File: config.mk
export PLATFORM = sky130hd
export DESIGN_NAME = adc_result_regs
export DESIGN_NICKNAME = d
export VERILOG_FILES = /design/src/rtl/adcr_pkg.sv /design/src/rtl/adcr_format.sv /design/src/rtl/adcr_align.sv /design/src/rtl/adcr_lock_fsm.sv /design/src/rtl/adc_result_regs.sv
export SDC_FILE = /design/constraint.sdc
export NUM_CORES = 1
export LEC_CHECK = 0
export BUFFER_PORTS_ARGS = -buffer_cell sky130_fd_sc_hd__buf_2
export CORE_ASPECT_RATIO = 1.4
export CORE_MARGIN = 2
export CORE_UTILIZATION = 40
export CTS_CLUSTER_DIAMETER = 40
export DETAILED_ROUTE_END_ITERATION = 7
export GPL_TIMING_DRIVEN = 0
export RECOVER_POWER = 25
export SLEW_MARGIN = 10
export SYNTH_ARGS = -nofsm -noshare
export SYNTH_HDL_FRONTEND = slang
export SYNTH_SLANG_ARGS = --single-unit
File: constraint.sdc
create_clock -name clk -period 1.75 [get_ports clk]
set_input_delay 0.35 -clock clk [delete_from_list [all_inputs] [get_ports clk]]
set_output_delay 0.35 -clock clk [all_outputs]
set_load 0.05 [all_outputs]
File: src/rtl/adcr_pkg.sv
package adcr_pkg;
    localparam int RES_W  = 10;
    localparam int RAW_W  = 12;
    localparam int BYTE_W = 8;

    localparam logic ADDR_LO = 1'b0;
    localparam logic ADDR_HI = 1'b1;

    typedef enum logic {
        ST_OPEN   = 1'b0,
        ST_LOCKED = 1'b1
    } lock_state_t;
endpackage

File: src/rtl/adcr_format.sv
module adcr_format #(
    parameter int RES_W = adcr_pkg::RES_W,
    parameter int RAW_W = adcr_pkg::RAW_W
) (
    input  logic [RAW_W-1:0] raw,
    input  logic             bipolar,
    input  logic             pol_swap,
    output logic [RES_W-1:0] res
);
    localparam int EXT_W  = RAW_W + 1;
    localparam int UMAX_I = (2 ** RES_W) - 1;
    localparam int BMAX_I = (2 ** (RES_W - 1)) - 1;
    localparam int BMIN_I = -(2 ** (RES_W - 1));
    localparam logic signed [EXT_W-1:0] UMAX = EXT_W'(UMAX_I);
    localparam logic signed [EXT_W-1:0] BMAX = EXT_W'(BMAX_I);
    localparam logic signed [EXT_W-1:0] BMIN = EXT_W'(BMIN_I);

    logic signed [EXT_W-1:0] ext;
    logic signed [EXT_W-1:0] diff;
    logic signed [EXT_W-1:0] half;
    logic signed [EXT_W-1:0] clamped;

    always_comb begin
        ext  = {raw[RAW_W-1], raw};
        diff = pol_swap ? -ext : ext;
        half = diff >>> 1;
        if (!bipolar) begin
            if (diff < 0)          clamped = '0;
            else if (diff > UMAX)  clamped = UMAX;
            else                   clamped = diff;
        end else begin
            if (half < BMIN)       clamped = BMIN;
            else if (half > BMAX)  clamped = BMAX;
            else                   clamped = half;
        end
        res = clamped[RES_W-1:0];
    end
endmodule

File: src/rtl/adcr_align.sv
module adcr_align #(
    parameter int RES_W  = adcr_pkg::RES_W,
    parameter int BYTE_W = adcr_pkg::BYTE_W
) (
    input  logic [RES_W-1:0]  res,
    input  logic              left_align,
    input  logic              sel_hi,
    output logic [BYTE_W-1:0] byte_out
);
    localparam int HI_BITS = RES_W - BYTE_W;
    localparam int PAD     = BYTE_W - HI_BITS;

    logic [BYTE_W-1:0] lo_byte;
    logic [BYTE_W-1:0] hi_byte;

    always_comb begin
        if (left_align) begin
            hi_byte = res[RES_W-1:HI_BITS];
            lo_byte = {res[HI_BITS-1:0], {PAD{1'b0}}};
        end else begin
            hi_byte = {{PAD{1'b0}}, res[RES_W-1:BYTE_W]};
            lo_byte = res[BYTE_W-1:0];
        end
        byte_out = sel_hi ? hi_byte : lo_byte;
    end
endmodule

File: src/rtl/adcr_lock_fsm.sv
module adcr_lock_fsm (
    input  logic clk,
    input  logic rst_n,
    input  logic rd_en,
    input  logic rd_addr,
    output logic accept
);
    import adcr_pkg::*;

    lock_state_t state_q;
    lock_state_t state_d;
    logic        rd_lo;
    logic        rd_hi;

    assign rd_lo = rd_en && (rd_addr == ADDR_LO);
    assign rd_hi = rd_en && (rd_addr == ADDR_HI);

    // state register
    always_ff @(posedge clk or negedge rst_n) begin
        if (!rst_n) state_q <= ST_OPEN;
        else        state_q <= state_d;
    end

    // next state and outputs
    always_comb begin
        state_d = state_q;
        accept  = 1'b0;
        unique case (state_q)
            ST_OPEN: begin
                accept = !rd_lo;
                if (rd_lo) state_d = ST_LOCKED;      // T_LOCK
            end
            ST_LOCKED: begin
                accept = 1'b0;
                if (rd_hi) state_d = ST_RELEASE_TARGET();
            end
            default: state_d = ST_OPEN;
        endcase
    end

    function automatic lock_state_t ST_RELEASE_TARGET();
        return ST_OPEN;                               // T_RELEASE
    endfunction

    p_lock_on_low_read_r4: assert property (@(posedge clk) disable iff (!rst_n)
        rd_lo |=> (state_q == ST_LOCKED));

    p_release_on_high_read_r5: assert property (@(posedge clk) disable iff (!rst_n)
        (state_q == ST_LOCKED && rd_hi) |=> (state_q == ST_OPEN));

    p_open_high_stays_open_r5: assert property (@(posedge clk) disable iff (!rst_n)
        (state_q == ST_OPEN && !rd_lo) |=> (state_q == ST_OPEN));

    p_no_accept_locked_r4: assert property (@(posedge clk) disable iff (!rst_n)
        (state_q == ST_LOCKED) |-> !accept);
endmodule

File: src/rtl/adc_result_regs.sv
module adc_result_regs #(
    parameter int RES_W  = adcr_pkg::RES_W,
    parameter int RAW_W  = adcr_pkg::RAW_W,
    parameter int BYTE_W = adcr_pkg::BYTE_W
) (
    input  logic              clk,
    input  logic              rst_n,
    input  logic              conv_done,
    input  logic [RAW_W-1:0]  conv_raw,
    input  logic              bipolar,
    input  logic              pol_swap,
    input  logic              left_align,
    input  logic              rd_en,
    input  logic              rd_addr,
    output logic [BYTE_W-1:0] rd_data
);
    localparam int PAD = BYTE_W - (RES_W - BYTE_W);

    logic [RES_W-1:0] fmt_res;
    logic [RES_W-1:0] res_q;
    logic             accept;

    adcr_format #(.RES_W(RES_W), .RAW_W(RAW_W)) u_format (
        .raw      (conv_raw),
        .bipolar  (bipolar),
        .pol_swap (pol_swap),
        .res      (fmt_res)
    );

    adcr_lock_fsm u_lock (
        .clk     (clk),
        .rst_n   (rst_n),
        .rd_en   (rd_en),
        .rd_addr (rd_addr),
        .accept  (accept)
    );

    always_ff @(posedge clk or negedge rst_n) begin
        if (!rst_n)                   res_q <= '0;
        else if (conv_done && accept) res_q <= fmt_res;
    end

    adcr_align #(.RES_W(RES_W), .BYTE_W(BYTE_W)) u_align (
        .res        (res_q),
        .left_align (left_align),
        .sel_hi     (rd_addr),
        .byte_out   (rd_data)
    );

    p_hold_when_refused_r9: assert property (@(posedge clk) disable iff (!rst_n)
        !accept |=> $stable(res_q));

    p_left_pad_zero_r3: assert property (@(posedge clk) disable iff (!rst_n)
        (left_align && rd_addr == adcr_pkg::ADDR_LO) |-> (rd_data[PAD-1:0] == '0));

    p_right_pad_zero_r2: assert property (@(posedge clk) disable iff (!rst_n)
        (!left_align && rd_addr == adcr_pkg::ADDR_HI) |-> (rd_data[BYTE_W-1:BYTE_W-PAD] == '0));

    p_uni_floor_r6: assert property (@(posedge clk) disable iff (!rst_n)
        (conv_done && accept && !bipolar && !pol_swap && conv_raw[RAW_W-1])
        |=> (res_q == '0));
endmodule

==> results.tsv <==
metric	value	unit
status	finished, violations left	
violations	setup timing	
grt_pass1_vias	1249	
clockBufferDepth	2	
worst_pin_slew	0.595	ns
drc	0	
clkSinkCount	11	
cts_tree	yes	
nets	204	
path_delay_family	simple AND/OR/NAND/NOR gates	
synthArstFlopShare	100	%
largest_register_ffs	10	
holdCritPathClass	in -> reg	
finalWirelength	3.18	mm
cts-root-buf	clkbuf_4	
diodes	0	
h-tree-depth	1	
peakVddDrop	0.348	mV
combinationalPowerShare	48.9	%
dr.pass1.iters	6	
criticalPathCategory	in -> reg	
drt_iter0_drc	21	
final_util	58.6	%
rows	22	
cts_inserted_buffers	3	
power_frac_clock	16.3	%
pwr-share-seq	34.8	%
yosys_warnings	0	
ys_types	44	
track_usage	21.3	%
p_per_area	656	mW/mm2
synth_seq_cells	11	
path_clk_slew	0.07	ns
rrSetupSlack	0.13	ns
synthFlopType	dfrtp_1	
vias_per_cell	5.69	
start_util	42.3	%
top_register	res_q	
cap_violations	0	
fin_crit_sh	122	%
die_y	66.6	um
synthCells	143	
synth.avg_cell_area	7.82	um2
path_cells	buf_6 -> inv_4 -> ha_4 -> or4b_4 -> or4_4 -> a211oi_4 -> buf_6 -> nor2_4 -> o32ai_2	
insertion_delay	0.26	ns
num_vias	1240	
synthesis.nets	164	
fin_skew	0.00587	ns
path_buf_inv	3	
slew_viol_final	0	
area_growth	38.4	%
antenna_left	0	
cpMostUsedCell	buf_6	
mappedNetlistArea	0.00112	mm2
max_slew_margin	60.3	%
fmax	0.468	GHz
cpPeakStageDelay	0.51	ns
hold-worst-slack	0.293	ns
worst-path-max-fanout	7	
dieArea	0.00324	mm2
ys_seq_area_share	24.6	%
grt_setup_unrepaired	true	
min_from	rd_en	
top_regs	res_q: 10 flops	
grt_max_degree	12	
drive_above_1_share	35.2	%
r2r-end	res_q[2]	
required	1.92	ns
dp_hpwl	2.46	mm
intPower	585	uW
grt_pass1_wl	5.43	mm
fp.dieW	48.7	um
final.setup.worst_slack	-0.389	ns
switching_share	42.3	%
end_kind	register	
synth_edf_count	0	
io_pins	28	
setup_viol	10	
wl_per_cell	14.6	um
grt_remaining_overflow	0	
hold_path_depth	2	
antenna_found_initial	0	
setup.worst_path.start	conv_raw[0]	
r2r_cells	6	
pre_cts_ws	-0.909	ns
io_buffers	26	
gp_congestion	0.763	
fin_crit	2.14	ns
core	0.00264	mm2
cp-start-kind	input pin	
cp.arrival	2.30	ns
p_switching	430	uW
cp_slowest_cell	or4b_4	
hold_viol	0	
power.leakage	0.000614	uW
total_power	1010	uW
metrics by stage:
step / instances / TNS (ns) / cell area [um2]
after detailed placement: 205 / -8.41 / 1340
final: 218 / -3.47 / 1550
after global routing: 218 / -4.03 / 1550
after floorplan: 143 / -4.59 / 1160
after CTS: 218 / -3.55 / 1540
after global placement: 205 / -8.24 / 1340
synthesized netlist by cell type (2+ instances only):
cell type / instances / area share, %
clkbuf_1: 6 / 2.0
nor2_1: 12 / 4.0
inv_1: 6 / 2.0
o211ai_1: 3 / 2.0
nor2b_1: 5 / 2.8
and2_1: 2 / 1.1
o21bai_1: 2 / 1.3
o31ai_1: 3 / 2.0
mux2i_1: 2 / 1.8
buf_2: 3 / 1.3
o221ai_1: 4 / 3.1
xnor2_1: 8 / 6.3
nand2_1: 14 / 4.7
nand3_1: 2 / 0.89
or4_1: 4 / 2.7
a211oi_1: 2 / 1.3
o41ai_1: 4 / 3.1
dfrtp_1: 11 / 25
a21oi_1: 7 / 3.1
a22o_1: 4 / 3.1
o21ai_0: 16 / 7.2
layout by cell type, fill, tap and decap left out, types with 6 or more instances in the layout:
cell type and instances:
o21ai_0 10, buf_6 6, dfrtp_1 11, buf_4 8, clkbuf_1 7, nor2_1 11
xnor2_1 8, nand2_1 14, buf_2 21, o21ai_1 6, a21oi_1 6
worst max path at each step:
stage          endpoint  slack, ns  cells after the start
6_report       res_q[2]      -0.39                      9
3_5_place_dp   res_q[1]      -0.91                      9
3_3_place_gp   res_q[1]      -0.87                      9
2_1_floorplan  res_q[2]      -0.48                      8
5_1_grt        res_q[4]      -0.46                      9
4_1_cts        res_q[2]      -0.38                      8
layer usage:
metal	vias to the layer above	wire length [um]	GRT usage [%]
met5	-	0	0
met3	8	108	0.897
met1	581	1180	21.2
met4	0	87	11.8
li1	612	-	-
met2	39	1800	43.3
cell type report:
type	count	area (um2)
sequential	11	275
inverter	6	37.5
clock buffer	4	26.3
fill	256	1090
tap	36	45.0
multi-input combinational	117	873
buffer	7	35.0
timing repair buffer	37	255
cell families after synthesis:
group	share of synthesized area (%)
AO/OA/AOI/OAI	35.1
multiplexers	1.79
flip-flops	24.6
adder cells (fa/ha/maj)	1.12
AND/OR/NAND/NOR	25.7
buffers and inverters	5.37
XOR/XNOR	6.26
power groups by stage:
| stage | sequential (uW) | combinational, uW | clock (uW) |
|---|---|---|---|
| floorplan | 343 | 333 | 0 |
| global placement | 355 | 441 | 0 |
| detailed placement | 360 | 447 | 0 |
| CTS | 355 | 492 | 173 |
| global route | 362 | 537 | 184 |
| finish | 353 | 496 | 165 |
repair_timing:
| item | 4_1_cts | 5_1_grt |
|---|---|---|
| pin swaps | 8 | 6 |
| buffers inserted | 9 | 1 |
| hold buffers | 1 | 0 |
| gates resized for setup | 22 | 4 |
| endpoints found under the hold margin | 11 | 0 |
| endpoints found under the setup margin | 10 | 13 |
(Power assumes the default switching activity.)
